[src/rtl/clkdiv_pkg.sv]
package clkdiv_pkg;

    // Largest half period is 24 steps (ratio 48).
    localparam int HALF_W = 5;
    localparam int CNT_W  = HALF_W + 1;
    localparam int LANES  = 4;   // lanes 0..2 are banks A..C, lane 3 is feedback

    typedef logic [HALF_W-1:0] half_t;

    // Banks A/B: 2 or 4 steps per half period, doubled by the prescale.
    function automatic half_t half_ab(input logic pre, input logic sel);
        half_t base;
        base = sel ? half_t'(4) : half_t'(2);
        return pre ? half_t'(base << 1) : base;
    endfunction

    // Bank C: 4 or 6 steps per half period, doubled by the prescale.
    function automatic half_t half_c(input logic pre, input logic sel);
        half_t base;
        base = sel ? half_t'(6) : half_t'(4);
        return pre ? half_t'(base << 1) : base;
    endfunction

    // Feedback code order is behaviour: 00,01,10,11 -> 4,8,6,12 half steps.
    function automatic half_t half_fb(input logic pre, input logic [1:0] code);
        half_t base;
        case (code)
            2'b00:   base = half_t'(4);
            2'b01:   base = half_t'(8);
            2'b10:   base = half_t'(6);
            default: base = half_t'(12);
        endcase
        return pre ? half_t'(base << 1) : base;
    endfunction

endpackage

[src/rtl/clkdiv_src.sv]
module clkdiv_src #(
    parameter int SYNC_STAGES = 2
) (
    input  logic clk,
    input  logic por_n,
    input  logic pll_on,
    input  logic ref_sel,
    input  logic ref_a,
    input  logic ref_b,
    output logic tick
);
    localparam int LAST = SYNC_STAGES - 1;

    typedef struct packed {
        logic [SYNC_STAGES-1:0] sync;
        logic                   prev;
    } src_st_t;

    src_st_t st_d, st_q;
    logic    ref_mux;

    assign ref_mux = ref_sel ? ref_b : ref_a;

    always_comb begin
        st_d      = st_q;
        st_d.sync = {st_q.sync[LAST-1:0], ref_mux};
        st_d.prev = st_q.sync[LAST];
    end

    always_ff @(posedge clk or negedge por_n) begin
        if (!por_n) st_q <= '0;
        else        st_q <= st_d;
    end

    // Normal mode steps every cycle; bypass steps on a synchronised rising edge.
    assign tick = pll_on | (st_q.sync[LAST] & ~st_q.prev);

endmodule

[src/rtl/clkdiv_lane.sv]
module clkdiv_lane
    import clkdiv_pkg::*;
#(
    parameter bit GATED = 1'b1
) (
    input  logic  clk,
    input  logic  por_n,
    input  logic  run,
    input  logic  tick,
    input  half_t half,
    input  logic  stop_req,
    output logic  clk_out
);
    typedef struct packed {
        logic [CNT_W-1:0] cnt;
        logic             raw;
        logic             gate;
    } lane_st_t;

    lane_st_t         st_d, st_q;
    logic [CNT_W-1:0] last_v;

    assign last_v = {half, 1'b0} - CNT_W'(1);

    always_comb begin
        st_d = st_q;
        if (!run) begin
            st_d.cnt = '0;
            st_d.raw = 1'b0;
        end else if (tick) begin
            st_d.raw = (st_q.cnt < {1'b0, half});
            st_d.cnt = (st_q.cnt == last_v) ? '0 : st_q.cnt + CNT_W'(1);
        end
        // Stop state may only move while the undivided output is low.
        if (!st_d.raw) st_d.gate = GATED ? stop_req : 1'b0;
    end

    always_ff @(posedge clk or negedge por_n) begin
        if (!por_n) st_q <= '0;
        else        st_q <= st_d;
    end

    generate
        if (GATED) begin : g_gated
            assign clk_out = st_q.raw & ~st_q.gate;
        end else begin : g_free
            assign clk_out = st_q.raw;
        end
    endgenerate

endmodule

[src/rtl/clkdiv_bank_top.sv]
module clkdiv_bank_top
    import clkdiv_pkg::*;
#(
    parameter int NA          = 5,
    parameter int NB          = 5,
    parameter int NC          = 4,
    parameter int SYNC_STAGES = 2
) (
    input  logic          clk,
    input  logic          por_n,
    input  logic          master_rst_n,
    input  logic          stop_n,
    input  logic          pll_on,
    input  logic          ref_sel,
    input  logic          ref_a,
    input  logic          ref_b,
    input  logic          pre_sel,
    input  logic [2:0]    bank_sel,
    input  logic [1:0]    fb_sel,
    output logic [NA-1:0] bank_a_clk,
    output logic          bank_a_oe,
    output logic [NB-1:0] bank_b_clk,
    output logic          bank_b_oe,
    output logic [NC-1:0] bank_c_clk,
    output logic          bank_c_oe,
    output logic          fb_clk,
    output logic          fb_oe
);
    typedef struct packed {
        logic       pre;
        logic [2:0] bsel;
        logic [1:0] fsel;
        logic       oe;
    } cfg_st_t;

    cfg_st_t          cfg_d, cfg_q;
    logic             tick;
    half_t            half_v   [LANES];
    logic [LANES-1:0] lane_out;

    // Selects are captured only while the master reset is held.
    always_comb begin
        cfg_d    = cfg_q;
        cfg_d.oe = master_rst_n;
        if (!master_rst_n) begin
            cfg_d.pre  = pre_sel;
            cfg_d.bsel = bank_sel;
            cfg_d.fsel = fb_sel;
        end
    end

    always_ff @(posedge clk or negedge por_n) begin
        if (!por_n) cfg_q <= '0;
        else        cfg_q <= cfg_d;
    end

    always_comb begin
        half_v[0] = half_ab(cfg_q.pre, cfg_q.bsel[0]);
        half_v[1] = half_ab(cfg_q.pre, cfg_q.bsel[1]);
        half_v[2] = half_c (cfg_q.pre, cfg_q.bsel[2]);
        half_v[3] = half_fb(cfg_q.pre, cfg_q.fsel);
    end

    clkdiv_src #(.SYNC_STAGES(SYNC_STAGES)) src_i (
        .clk     (clk),
        .por_n   (por_n),
        .pll_on  (pll_on),
        .ref_sel (ref_sel),
        .ref_a   (ref_a),
        .ref_b   (ref_b),
        .tick    (tick)
    );

    genvar g;
    generate
        for (g = 0; g < LANES; g++) begin : g_lane
            clkdiv_lane #(.GATED(g < LANES - 1)) lane_i (
                .clk      (clk),
                .por_n    (por_n),
                .run      (master_rst_n),
                .tick     (tick),
                .half     (half_v[g]),
                .stop_req (~stop_n),
                .clk_out  (lane_out[g])
            );
        end
    endgenerate

    assign bank_a_clk = {NA{lane_out[0]}};
    assign bank_b_clk = {NB{lane_out[1]}};
    assign bank_c_clk = {NC{lane_out[2]}};
    assign fb_clk     = lane_out[3];
    assign bank_a_oe  = cfg_q.oe;
    assign bank_b_oe  = cfg_q.oe;
    assign bank_c_oe  = cfg_q.oe;
    assign fb_oe      = cfg_q.oe;

endmodule

[config.mk]
export PLATFORM = sky130hd
export DESIGN_NAME = clkdiv_bank_top
export DESIGN_NICKNAME = d
export VERILOG_FILES = /design/src/rtl/clkdiv_pkg.sv /design/src/rtl/clkdiv_src.sv /design/src/rtl/clkdiv_lane.sv /design/src/rtl/clkdiv_bank_top.sv
export SDC_FILE = /design/constraint.sdc
export NUM_CORES = 1
export LEC_CHECK = 0
export ABC_CLOCK_PERIOD_IN_PS = 2700
export BUFFER_PORTS_ARGS = -buffer_cell sky130_fd_sc_hd__buf_4
export CAP_MARGIN = 40
export CORE_AREA = 2 2 74 76
export CTS_CLUSTER_SIZE = 20
export DETAILED_ROUTE_END_ITERATION = 10
export DIE_AREA = 0 0 76 78
export PLACE_DENSITY_LB_ADDON = 0.08
export SLEW_MARGIN = 30
export SYNTH_ARGS = -nofsm -noshare
export SYNTH_HDL_FRONTEND = slang
export SYNTH_SLANG_ARGS = --single-unit
[constraint.sdc]
create_clock -name clk -period 2.7 [get_ports clk]
set_input_delay 0.27 -clock clk [delete_from_list [all_inputs] [get_ports clk]]
set_output_delay 0.27 -clock clk [all_outputs]
set_load 0.005 [all_outputs]
==> impl_metrics.xml <==
<?xml version="1.0" encoding="UTF-8"?>
<metrics>
  <group name="synth">
    <metric name="synth_top_area_cell" unit="">dfrtp_1</metric>
    <metric name="edff_count_synth" unit="">0</metric>
    <metric name="synth.cell_area" unit="mm²">0.00255</metric>
    <metric name="synth_adder_area_share" unit="%">11.3</metric>
    <metric name="yosys_most_used_dff" unit="">dfrtp_1</metric>
    <metric name="synth-simple-area-share" unit="%">13.8</metric>
    <metric name="yosys.area.top_type_share" unit="%">40.2</metric>
    <metric name="synth-seq-cells" unit="">41</metric>
    <metric name="postSynthCellCount" unit="">258</metric>
    <metric name="synth_fp_nets" unit="">295</metric>
    <metric name="ys_warn_count" unit="">0</metric>
    <metric name="synth.area.mux_share" unit="%">5.05</metric>
    <metric name="synth.area.top_cells" unit="">dfrtp_1 (40%), ha_1 (11%), buf_4 (5.0%), xnor2_1 (3.8%), o21ai_0 (3.3%)</metric>
    <metric name="synth_top_family_by_area" unit="">compound AO/OA/AOI/OAI gates</metric>
    <metric name="post_synth_num_cell_types" unit="">41</metric>
    <metric name="synth-xor-area-share" unit="%">5.14</metric>
    <metric name="synth_sequential_area_ratio" unit="%">40.2</metric>
    <metric name="synth_area_per_cell" unit="µm²">9.90</metric>
    <metric name="synth_compound_gate_area_share" unit="%">15.8</metric>
    <metric name="async_flop_share" unit="%">100</metric>
  </group>
  <group name="clocking">
    <metric name="cts_max_path_buffers" unit="">2</metric>
    <metric name="holdBufCountCts" unit="">1</metric>
    <metric name="clock_tree_from_tritoncts" unit="">built</metric>
    <metric name="clock_latency" unit="ns">0.29</metric>
    <metric name="htree_num_levels" unit="">2</metric>
    <metric name="cts_resized" unit="">0</metric>
    <metric name="ctsRootBufferMaster" unit="">clkbuf_8</metric>
    <metric name="numCtsBuffers" unit="">5</metric>
    <metric name="tritoncts_num_sinks" unit="">41</metric>
    <metric name="post-cts-setup-buffers" unit="">0</metric>
    <metric name="clk_transition_reported_paths" unit="ns">0.08</metric>
  </group>
  <group name="drt">
    <metric name="drtAntennaViolNets" unit="">0</metric>
    <metric name="viasPerCell" unit="">5.29</metric>
    <metric name="routed-via-count" unit="">1846</metric>
    <metric name="drtPass1Iterations" unit="">4</metric>
    <metric name="drt-total-wl" unit="mm">4.77</metric>
    <metric name="remaining_drc_errors" unit="">0</metric>
    <metric name="routed_wire_length_per_instance" unit="µm">13.7</metric>
    <metric name="detail_route.iter0.violations" unit="">77</metric>
  </group>
  <group name="final_layout">
    <metric name="fin_util" unit="%">56.4</metric>
    <metric name="fin_nets" unit="">317</metric>
    <metric name="final_layout_size_suffix_gt1_share" unit="%">20.1</metric>
    <metric name="synthToLayoutAreaGrowth" unit="%">11.3</metric>
    <metric name="most_common_cell_after_layout_fill_and_taps_aside" unit="">dfrtp_1</metric>
    <metric name="filler_cell_count" unit="">456</metric>
    <metric name="sequential_cell_area" unit="mm²">0.00103</metric>
    <metric name="layout.cells.most_common_list" unit="">dfrtp_1 (41), buf_4 (35), ha_1 (23)</metric>
    <metric name="antenna_cells_inserted" unit="">0</metric>
    <metric name="multi_input_area" unit="mm²">0.00130</metric>
  </group>
  <group name="grt">
    <metric name="grt.total_usage" unit="%">17.7</metric>
    <metric name="grt_first_pass_wirelength" unit="mm">8.45</metric>
    <metric name="largest_net_degree_at_the_start_of_global_routing" unit="">42</metric>
    <metric name="grt_remaining_overflow" unit="">0</metric>
    <metric name="grt_antenna_before_repair" unit="">0</metric>
    <metric name="first_global_vias" unit="">1810</metric>
  </group>
  <group name="sta">
    <metric name="finalSetupViolCount" unit="">0</metric>
    <metric name="final.min_clock_period" unit="ns">2.26</metric>
    <metric name="clock_skew" unit="ns">0.00298</metric>
    <metric name="max_clock_freq" unit="MHz">442</metric>
    <metric name="grt_setup_unrepaired" unit="">false</metric>
    <metric name="report.final.hold_viol_count" unit="">0</metric>
    <metric name="tightest_slew" unit="ns">0.525</metric>
    <metric name="maxSlewViolCount" unit="">0</metric>
    <metric name="totalNegativeSetupSlack" unit="ns">0</metric>
    <metric name="post-route-period-util" unit="%">83.9</metric>
    <metric name="timing.slew.headroom" unit="%">65.0</metric>
  </group>
  <group name="power_and_ir_drop">
    <metric name="totalPowerFinal" unit="mW">1.37</metric>
    <metric name="p_leak" unit="nW">1.44</metric>
    <metric name="p_per_area" unit="mW/mm²">484</metric>
    <metric name="power.ir.vdd_worst" unit="mV">0.280</metric>
  </group>
  <group name="setup_path">
    <metric name="worstPathArrival" unit="ns">2.44</metric>
    <metric name="rrSetupSlack" unit="ns">0.44</metric>
    <metric name="worstSetupEndpointType" unit="">register</metric>
    <metric name="worst_reg_to_reg_path_cell_count" unit="">7</metric>
    <metric name="path_class" unit="">register to register</metric>
    <metric name="beginning_of_the_worst_register_to_register_path" unit="">cfg_q[6]$_DFFE_PN0N_</metric>
    <metric name="critical_path_required" unit="ns">2.88</metric>
    <metric name="regToRegEndpoint" unit="">g_lane[3].lane_i.st_q[5]$_DFFE_PN0P_</metric>
    <metric name="setup.worst_path.start_class" unit="">register</metric>
    <metric name="crit_path_max_fanout" unit="">8</metric>
    <metric name="crit_path_start" unit="">cfg_q[6]$_DFFE_PN0N_</metric>
  </group>
  <group name="floorplanning">
    <metric name="fp.dieH" unit="µm">78</metric>
    <metric name="die-width" unit="µm">76</metric>
    <metric name="start_util" unit="%">50.6</metric>
    <metric name="design.core.area" unit="mm²">0.00504</metric>
    <metric name="die-area" unit="mm²">0.00593</metric>
    <metric name="num_rows" unit="">26</metric>
    <metric name="floorplan.io_pins" unit="">33</metric>
  </group>
  <group name="worst_hold_path">
    <metric name="min_delay_worst_endpoint" unit="">g_lane[2].lane_i.st_q[0]$_DFFE_PN0N_</metric>
    <metric name="timing.hold.worst_path_depth" unit="">2</metric>
    <metric name="min_from" unit="">stop_n</metric>
    <metric name="min_path_type" unit="">input pin to register</metric>
  </group>
  <group name="job">
    <metric name="maxCapViolCount" unit="">0</metric>
  </group>
  <group name="placement">
    <metric name="buffer_ports.inserted" unit="">32</metric>
    <metric name="dp_hpwl" unit="mm">3.48</metric>
    <metric name="place_congestion" unit="">0.815</metric>
  </group>
  <group name="run_status">
    <metric name="outcome" unit="">complete, no violations</metric>
  </group>
</metrics>
[flip-flops by register name (all words and copies together) (netlist names)]
name / flops
src_i.st_q: 1
bank_a_oe: 1
g_lane.lane_i.clk_out: 1
cfg_q: 6
src_i.st_d: 2
g_lane.lane_i.st_q: 30
[per-layer routing]
layer / routed length, µm / track usage [%] / share of wire [%] / vias to the layer above
li1: - / - / - / 926
met1: 2200 / 21.7 / 46 / 877
met2: 2330 / 31.6 / 49 / 36
met3: 186 / 3.49 / 3.9 / 7
met4: 62 / 5.45 / 1.3 / 0
met5: 0 / 0 / 0 / -
[synthesized netlist by cell type, types with 5 or more instances]
cell,count
nand2_1,13
nor2_1,14
xnor2_1,11
ha_1,23
mux2i_1,5
buf_4,17
nor2b_1,7
a22o_1,7
o21ai_0,17
inv_1,21
dfrtp_1,41
mux2_2,7
o22ai_1,6
nand3_1,8
nor3_1,5
[worst max-delay path by stage]
stage | to
after floorplan | g_lane[3].lane_i.st_q[5]$_DFFE_PN0P_
after global placement | g_lane[3].lane_i.st_q[5]$_DFFE_PN0P_
after detailed placement | g_lane[3].lane_i.st_q[5]$_DFFE_PN0P_
after CTS | g_lane[3].lane_i.st_q[5]$_DFFE_PN0P_
after global routing | g_lane[3].lane_i.st_q[5]$_DFFE_PN0P_
final | g_lane[3].lane_i.st_q[5]$_DFFE_PN0P_
[cells by family (layout without fill, tap and decap cells)]
| family | Yosys count | count (layout) |
|---|---|---|
| simple gates | 68 | 68 |
| buf+inv | 42 | 63 |
| fa+ha+maj | 23 | 23 |
| mux | 12 | 12 |
| flops | 41 | 41 |
| compound gates | 57 | 57 |
| xor+xnor | 15 | 15 |
[report_power, final]
group	total [mW]	switching [mW]	internal (mW)	leakage (nW)
Sequential	0.698	0.0389	0.659	0.531
Combinational	0.305	0.150	0.154	0.867
Clock	0.372	0.202	0.170	0.0399
[worst max-delay path, stage by stage, from the launching register on]
cell     delay [ns]
dfrtp_1        0.45
or3b_1         0.45
ha_1           0.23
xnor2_1        0.13
or3_1          0.32
a21oi_2        0.19
a21oi_2        0.10
a211o_1        0.28
[final cells by class]
cell class / count / area share, %
multi-input combinational: 175 / 45.8
sequential: 41 / 36.1
timing repair buffer: 36 / 9.60
tap: 70 / 3.08
inverter: 21 / 2.77
clock buffer: 5 / 2.42
clock inverter: 1 / 0.176
[per-stage QoR]
step / hold WS [ns] / worst slack (ns) / area, µm² / cells
2_1_floorplan: -0.0256 / 0.505 / 2550 / 258
3_3_place_gp: 0.290 / 0.501 / 2760 / 342
3_5_place_dp: 0.293 / 0.431 / 2760 / 342
4_1_cts: 0.178 / 0.422 / 2840 / 349
5_1_grt: 0.171 / 0.298 / 2840 / 349
6_report: 0.181 / 0.436 / 2840 / 349
Note: power is estimated with default switching activity, not from simulation.
